===== src/rtl/card_seq_pkg.sv =====
package card_seq_pkg;

  typedef enum logic [2:0] {
    ST_IDLE  = 3'd0,
    ST_ACT   = 3'd1,
    ST_READ  = 3'd2,
    ST_WRITE = 3'd3,
    ST_DEACT = 3'd4,
    ST_FAULT = 3'd5
  } seqState_e;

  typedef enum logic [1:0] {
    TS_SHORT = 2'd0,
    TS_LONG  = 2'd1,
    TS_DEACT = 2'd2
  } timerSel_e;

  // strobes from control to datapath
  typedef struct packed {
    logic      load;
    timerSel_e sel;
    logic      actStep;
    logic      deactStep;
    logic [2:0] stepIdx;
  } seqStrobe_t;

  localparam int ACT_LAST   = 5;
  localparam int DEACT_LAST = 4;

endpackage


===== src/rtl/card_seq_ctrl.sv =====
module card_seq_ctrl
  import card_seq_pkg::*;
(
  input  logic       clk,
  input  logic       rstN,
  input  logic       startN,
  input  logic       cardPresent,
  input  logic       ioHostHigh,
  input  logic       dirWrite,
  input  logic       anyFault,
  input  logic       supplyReady,
  input  logic       timerDone,
  output seqState_e  state,
  output seqStrobe_t strb
);

  seqState_e stateNext;
  logic [2:0] step, stepNext;
  logic startOk, abortReq;

  assign startOk  = !startN && ioHostHigh && cardPresent && supplyReady && !anyFault;
  assign abortReq = anyFault || !cardPresent;

  always_comb begin
    stateNext = state;
    stepNext  = step;
    strb      = '0;
    strb.sel  = TS_SHORT;
    unique case (state)
      ST_IDLE: begin
        if (anyFault) begin
          stateNext = ST_FAULT;
        end else if (startOk) begin
          stateNext    = ST_ACT;
          stepNext     = 3'd0;
          strb.actStep = 1'b1;
          strb.stepIdx = 3'd0;
          strb.load    = 1'b1;
          strb.sel     = TS_SHORT;
        end
      end
      ST_ACT, ST_READ, ST_WRITE: begin
        if (abortReq || (state != ST_ACT && startN)) begin
          stateNext      = ST_DEACT;
          stepNext       = 3'd0;
          strb.deactStep = 1'b1;
          strb.stepIdx   = 3'd0;
          strb.load      = 1'b1;
          strb.sel       = TS_DEACT;
        end else if (state != ST_ACT) begin
          stateNext = dirWrite ? ST_WRITE : ST_READ;
        end else if (timerDone) begin
          strb.actStep = 1'b1;
          strb.stepIdx = step + 3'd1;
          if (step == 3'(ACT_LAST - 1)) begin
            stateNext = dirWrite ? ST_WRITE : ST_READ;
          end else begin
            stepNext  = step + 3'd1;
            strb.load = 1'b1;
            strb.sel  = (step == 3'd0) ? TS_SHORT : TS_LONG;
          end
        end
      end
      ST_DEACT: begin
        if (timerDone) begin
          if (step == 3'(DEACT_LAST)) begin
            stateNext = anyFault ? ST_FAULT : ST_IDLE;
          end else begin
            stepNext       = step + 3'd1;
            strb.deactStep = 1'b1;
            strb.stepIdx   = step + 3'd1;
            strb.load      = 1'b1;
            strb.sel       = TS_DEACT;
          end
        end
      end
      ST_FAULT: begin
        if (!anyFault) stateNext = ST_IDLE;
      end
      default: stateNext = ST_IDLE;
    endcase
  end

  always_ff @(posedge clk or negedge rstN) begin
    if (!rstN) begin
      state <= ST_IDLE;
      step  <= 3'd0;
    end else begin
      state <= stateNext;
      step  <= stepNext;
    end
  end

endmodule


===== src/rtl/card_seq_dp.sv =====
module card_seq_dp
  import card_seq_pkg::*;
#(
  parameter int SHORT_CYC = 32,
  parameter int LONG_CYC  = 64,
  parameter int DEACT_CYC = 8
) (
  input  logic       clk,
  input  logic       rstN,
  input  seqStrobe_t strb,
  input  logic       cardPresent,
  input  logic       hostFault,
  input  logic       supplyReady,
  output logic       timerDone,
  output logic       vccEn,
  output logic       ioEn,
  output logic       vppEn,
  output logic       clkEn,
  output logic       rstRelease,
  output logic       cardSeen,
  output logic       alarm
);

  localparam int MAX_A = (SHORT_CYC > LONG_CYC) ? SHORT_CYC : LONG_CYC;
  localparam int MAX_C = (MAX_A > DEACT_CYC) ? MAX_A : DEACT_CYC;
  localparam int TW    = $clog2(MAX_C + 1);

  logic [TW-1:0] timer, loadVal;

  always_comb begin
    unique case (strb.sel)
      TS_LONG:  loadVal = TW'(LONG_CYC - 1);
      TS_DEACT: loadVal = TW'(DEACT_CYC - 1);
      default:  loadVal = TW'(SHORT_CYC - 1);
    endcase
  end

  assign timerDone = (timer == '0);

  always_ff @(posedge clk or negedge rstN) begin
    if (!rstN) begin
      timer <= '0;
    end else if (strb.load) begin
      timer <= loadVal;
    end else if (!timerDone) begin
      timer <= timer - TW'(1);
    end
  end

  always_ff @(posedge clk or negedge rstN) begin
    if (!rstN) begin
      vccEn      <= 1'b0;
      ioEn       <= 1'b0;
      vppEn      <= 1'b0;
      clkEn      <= 1'b0;
      rstRelease <= 1'b0;
    end else if (strb.actStep) begin
      case (strb.stepIdx)
        3'd0: vccEn      <= 1'b1;
        3'd1: ioEn       <= 1'b1;
        3'd2: vppEn      <= 1'b1;
        3'd4: clkEn      <= 1'b1;
        3'd5: rstRelease <= 1'b1;
        default: ;
      endcase
    end else if (strb.deactStep) begin
      case (strb.stepIdx)
        3'd0: rstRelease <= 1'b0;
        3'd1: clkEn      <= 1'b0;
        3'd2: vppEn      <= 1'b0;
        3'd3: ioEn       <= 1'b0;
        3'd4: vccEn      <= 1'b0;
        default: ;
      endcase
    end
  end

  always_ff @(posedge clk or negedge rstN) begin
    if (!rstN) begin
      cardSeen <= 1'b0;
      alarm    <= 1'b1;
    end else begin
      cardSeen <= cardPresent;
      alarm    <= hostFault || !supplyReady;
    end
  end

endmodule


===== src/rtl/card_seq_top.sv =====
module card_seq_top
  import card_seq_pkg::*;
#(
  parameter int CYC_PER_US = 50,
  parameter int SHORT_US   = 32,
  parameter int LONG_US    = 64,
  parameter int DEACT_US   = 8
) (
  input  logic       clk,
  input  logic       rstN,
  input  logic       startN,
  input  logic       cardPresent,
  input  logic       ioHostHigh,
  input  logic       dirWrite,
  input  logic       mainFault,
  input  logic       hostFault,
  input  logic       supplyReady,
  output logic       vccEn,
  output logic       ioEn,
  output logic       vppEn,
  output logic       clkEn,
  output logic       rstRelease,
  output logic       ioRdEn,
  output logic       ioWrEn,
  output logic       cardSeen,
  output logic       alarm,
  output logic [2:0] stateCode
);

  localparam int SHORT_CYC = SHORT_US * CYC_PER_US;
  localparam int LONG_CYC  = LONG_US * CYC_PER_US;
  localparam int DEACT_CYC = DEACT_US * CYC_PER_US;

  seqState_e  state;
  seqStrobe_t strb;
  logic       timerDone;
  logic       anyFault;

  assign anyFault = mainFault || hostFault;

  card_seq_ctrl u_ctrl (
    .clk         (clk),
    .rstN        (rstN),
    .startN      (startN),
    .cardPresent (cardPresent),
    .ioHostHigh  (ioHostHigh),
    .dirWrite    (dirWrite),
    .anyFault    (anyFault),
    .supplyReady (supplyReady),
    .timerDone   (timerDone),
    .state       (state),
    .strb        (strb)
  );

  card_seq_dp #(
    .SHORT_CYC (SHORT_CYC),
    .LONG_CYC  (LONG_CYC),
    .DEACT_CYC (DEACT_CYC)
  ) u_dp (
    .clk         (clk),
    .rstN        (rstN),
    .strb        (strb),
    .cardPresent (cardPresent),
    .hostFault   (hostFault),
    .supplyReady (supplyReady),
    .timerDone   (timerDone),
    .vccEn       (vccEn),
    .ioEn        (ioEn),
    .vppEn       (vppEn),
    .clkEn       (clkEn),
    .rstRelease  (rstRelease),
    .cardSeen    (cardSeen),
    .alarm       (alarm)
  );

  assign stateCode = state;
  assign ioRdEn    = (state == ST_READ);
  assign ioWrEn    = (state == ST_WRITE);

endmodule


===== config.mk =====
export PLATFORM = sky130hd
export DESIGN_NAME = card_seq_top
export DESIGN_NICKNAME = d
export VERILOG_FILES = /design/src/rtl/card_seq_pkg.sv /design/src/rtl/card_seq_ctrl.sv /design/src/rtl/card_seq_dp.sv /design/src/rtl/card_seq_top.sv
export SDC_FILE = /design/constraint.sdc
export NUM_CORES = 1
export LEC_CHECK = 0
export ABC_AREA = 0
export BUFFER_PORTS_ARGS = -buffer_cell sky130_fd_sc_hd__clkbuf_2
export CAP_MARGIN = 5
export CORE_MARGIN = 4
export CORE_UTILIZATION = 60
export CTS_CLUSTER_DIAMETER = 100
export DETAILED_ROUTE_END_ITERATION = 8
export PLACE_DENSITY = 0.87
export SLEW_MARGIN = 20
export SYNTH_ARGS = -nofsm -noshare
export SYNTH_HDL_FRONTEND = slang
export SYNTH_HIERARCHICAL = 1
export SYNTH_SLANG_ARGS = --single-unit
export TNS_END_PERCENT = 1

===== constraint.sdc =====
create_clock -name clk -period 7.6 [get_ports clk]
set_input_delay 0.38 -clock clk [delete_from_list [all_inputs] [get_ports clk]]
set_output_delay 0.38 -clock clk [all_outputs]
set_load 0.005 [all_outputs]

==> impl_metrics.tcl <==
set metrics [dict create \
    synth_area_mm2 0.001705 \
    postCtsSetupBuffers 0 \
    path_buf_inv 1 \
    initial_core_util_pct 62.38 \
    grt_pass1_vias 1439 \
    io_buffer_count 20 \
    detailed_place_hpwl_um 2789 \
    syn_inst 187 \
    routed_wirelength_um 3748 \
    r2r_setup_slack_ns 4.67 \
    dr.pass1.iters 4 \
    clock-sinks 25 \
    postRouteAntennaNets 0 \
    crit_family "simple AND/OR/NAND/NOR gates" \
    worst_pin_slew_ns 0.7781 \
    critical_path.cell_chain "inv_1 -> ha_1 -> nor2b_1 -> and4_1 -> nand2_1 -> o31a_1 -> o21bai_1 -> or2_4 -> o21ai_1" \
    r2r_cells 9 \
    cts.clk_slew.worst_paths_ns 0.15 \
    cp_max_fo 15 \
    die_area_mm2 0.003760 \
    critical-path-max-stage-delay_ns 0.58 \
    fp.coreArea_mm2 0.002734 \
    count_leader_synth "sky130_fd_sc_hd__dfrtp_1" \
    final_cells 235 \
    detailroute.via_count 1479 \
    critical_path_arrival_ns 3.15 \
    hold_viol 0 \
    netlist.area_leader.share_pct 35.22 \
    yosysTopAreaCell "sky130_fd_sc_hd__dfrtp_1" \
    drive_gt1_share_pct 16.67 \
    status "finished, final reports clean" \
    cp.depth 9 \
    drt_drc_violations_left 0 \
    slew_viol_final 0 \
    synth-warning-count 6 \
    rsz0062_at_grt "false" \
    synthSimpleGateAreaFrac_pct 27.95 \
    setup_total_negative_slack_ns 0 \
    finalCritPeriodShare_pct 38.55 \
    max-slew-margin-rel_pct 47.97 \
    clock_tree.root_cell "sky130_fd_sc_hd__clkbuf_4" \
    worstReg2RegStart "u_dp/timer[0]" \
    grt_overflow_total 0 \
    placed_cell_count 231 \
    finalSetupViolCount 0 \
    chipWidth_um 61.32 \
    syn_to_final_growth_pct 7.703 \
    synth_compound_gate_area_share_pct 17.24 \
    globalRouteTotalUtil_pct 21.58 \
    max_clock_freq_mhz 341.3 \
    power.ir.vdd_worst_mv 0.1942 \
    pin_count 21 \
    timing_worst_setup_path_type "reg2reg" \
    final_nets 223 \
    share_of_the_core_filled_with_cells_pct 67.19 \
    worst-endpoint-required_ns 7.82 \
    clockBufferDepth 2 \
    die_h_um 61.32 \
    synth-edff-count 0 \
    crit_start "u_dp/timer[0]" \
    multiplexer_share_of_the_synthesized_area_pct 1.908 \
    power.density_cell_area_mw_per_mm2 286.8 \
    largest_net_degree_at_the_start_of_global_routing 26 \
    synth_seq_area_share_pct 36.76 \
    fp-row-count 19 \
    dp_slack_ns 4.754 \
    drt_first_iter_violations 84 \
    num_antenna_cells 0 \
    syn-num-nets 205 \
    synth_top_flop_cell "sky130_fd_sc_hd__dfrtp_1" \
    hold_slack_ns 0.02781 \
    yosys.area_share.xor_xnor_pct 4.622 \
    critPathSlowestCell "sky130_fd_sc_hd__o21bai_1" \
    vias_per_cell 6.294 \
    cts_max_level 1 \
    timing.clock.skew_ns 0.01267 \
    postLayoutSetupSlackWorst_ns 4.670 \
    post_cts_resized 0 \
    yosys.cell_types.count 57 \
    cts_tree "built" \
    yosys_register_bits 25 \
    grt_antenna_before_repair 0 \
    min-delay-path-class "in2async" \
    reg2reg_to "u_dp/timer[4]" \
    fraction_of_the_mapped_netlist_area_in_adder_cells_pct 6.603 \
    synth_top_family_by_area "simple AND/OR/NAND/NOR gates" \
    numCtsBuffers 3 \
    clkLatencyLatePin_ns 0.32 \
    syn_area_per_cell_um2 9.120 \
    gp_congestion 0.9109 \
    period_needed_ns 2.930 \
    cts_hold_buffers 0 \
    leakage_nw 0.7686 \
    grt_pass1_wl_um 6120 \
    timing.critical_path.to "u_dp/timer[4]" \
    cap_viol_max_count 0 \
    detail_route.wl_per_cell_um 15.95 \
    synth.top_cells.by_area "sky130_fd_sc_hd__dfrtp_1, sky130_fd_sc_hd__ha_1, sky130_fd_sc_hd__xor2_1, sky130_fd_sc_hd__nor2_1, sky130_fd_sc_hd__a21oi_1" \
    setup.worst_path.end_class "flop" \
    synth_top_cells_by_count "sky130_fd_sc_hd__dfrtp_1, sky130_fd_sc_hd__nor2_1, sky130_fd_sc_hd__inv_1, sky130_fd_sc_hd__nand2_1, sky130_fd_sc_hd__a21oi_1" \
    synthArstFlopShare_pct 100.0 \
    startpoint_type "flop" \
]
==> per-stage QoR <==
step	power, mW	instance area, um2
floorplan	0.4010	1705
global placement	0.4440	1809
detailed placement	0.4614	1809
CTS	0.5246	1837
global route	0.5639	1837
finish	0.5268	1837
==> registers in the layout (all words and copies together) (netlist names) <==
name / count
u_ctrl/state: 3
u_ctrl/step: 3
u_dp/alarm: 1
u_dp/cardSeen: 1
u_dp/clkEn: 1
u_dp/ioEn: 1
u_dp/rstRelease: 1
u_dp/timer: 12
u_dp/vccEn: 1
u_dp/vppEn: 1
==> power by group <==
part	total (mW)	internal (mW)	switching (mW)	leakage, nW
Sequential	0.231	0.169	0.0623	0.315
Combinational	0.234	0.108	0.126	0.436
Clock	0.0613	0.0197	0.0416	0.0177
Total	0.527	0.297	0.230	0.769
==> cell type report <==
type / instances / area (um2)
Multi-Input combinational cell: 142 / 994.7
Fill cell: 216 / 897.1
Inverter: 13 / 48.80
Clock buffer: 3 / 22.52
Tap cell: 31 / 38.79
Clock inverter: 1 / 5.005
Timing Repair Buffer: 20 / 100.1
Sequential cell: 25 / 626.9
==> layout by cell type, fill, tap and decap left out, types with 3 or more instances in the layout <==
| cell type | netlist | layout |
|---|---|---|
| sky130_fd_sc_hd__inv_1 | 13 | 13 |
| sky130_fd_sc_hd__nand2b_1 | 5 | 5 |
| sky130_fd_sc_hd__nor3b_1 | 5 | 5 |
| sky130_fd_sc_hd__nand3b_1 | 3 | 3 |
| sky130_fd_sc_hd__clkbuf_2 | 0 | 20 |
| sky130_fd_sc_hd__nor2_1 | 15 | 15 |
| sky130_fd_sc_hd__a21oi_1 | 10 | 10 |
| sky130_fd_sc_hd__xor2_1 | 7 | 7 |
| sky130_fd_sc_hd__a31oi_1 | 3 | 3 |
| sky130_fd_sc_hd__clkbuf_4 | 0 | 3 |
| sky130_fd_sc_hd__ha_1 | 9 | 9 |
| sky130_fd_sc_hd__nand3_1 | 5 | 5 |
| sky130_fd_sc_hd__nand2_1 | 13 | 13 |
| sky130_fd_sc_hd__dfrtp_1 | 24 | 24 |
| sky130_fd_sc_hd__nand4b_1 | 3 | 3 |
| sky130_fd_sc_hd__o21ai_1 | 7 | 7 |
| sky130_fd_sc_hd__o22ai_1 | 3 | 3 |
| sky130_fd_sc_hd__nand4_1 | 3 | 3 |
| sky130_fd_sc_hd__nor2b_1 | 4 | 4 |
| sky130_fd_sc_hd__nor3_1 | 5 | 5 |
==> cell families (layout without fill, tap and decap cells) <==
logic type      after synthesis  count (layout)
compound gates               43              43
xor+xnor                      9               9
fa+ha+maj                     9               9
buf+inv                      20              37
flops                        25              25
mux                           3               3
simple gates                 78              78
==> per-layer routing <==
metal / up-vias / global-route usage [%] / share of wire [%]
li1: 711 / - / -
met1: 721 / 25.98 / 44
met2: 41 / 39.27 / 51
met3: 6 / 2.096 / 4.4
met4: 0 / 8.359 / 1.2
met5: - / 0 / 0
==> worst reg2reg max path, stage by stage, from the launching register on <==
cell	delay, ns
sky130_fd_sc_hd__dfrtp_1	0.43
sky130_fd_sc_hd__inv_1	0.13
sky130_fd_sc_hd__ha_1	0.19
sky130_fd_sc_hd__nor2b_1	0.13
sky130_fd_sc_hd__and4_1	0.55
sky130_fd_sc_hd__nand2_1	0.17
sky130_fd_sc_hd__o31a_1	0.28
sky130_fd_sc_hd__o21bai_1	0.58
sky130_fd_sc_hd__or2_4	0.29
sky130_fd_sc_hd__o21ai_1	0.09
==> how the worst min path moves through the flow <==
stage | startpoint | end | slack (ns)
after floorplan | rstN | u_ctrl/state[0] | 0.08
after detailed placement | rstN | u_dp/cardSeen | 0.42
after CTS | rstN | u_dp/timer[7] | 0.06
after global placement | rstN | u_dp/cardSeen | 0.41
final | rstN | u_dp/timer[8] | 0.03
after global routing | rstN | u_dp/timer[6] | 0.05
Power figures use the tool's default switching activity.
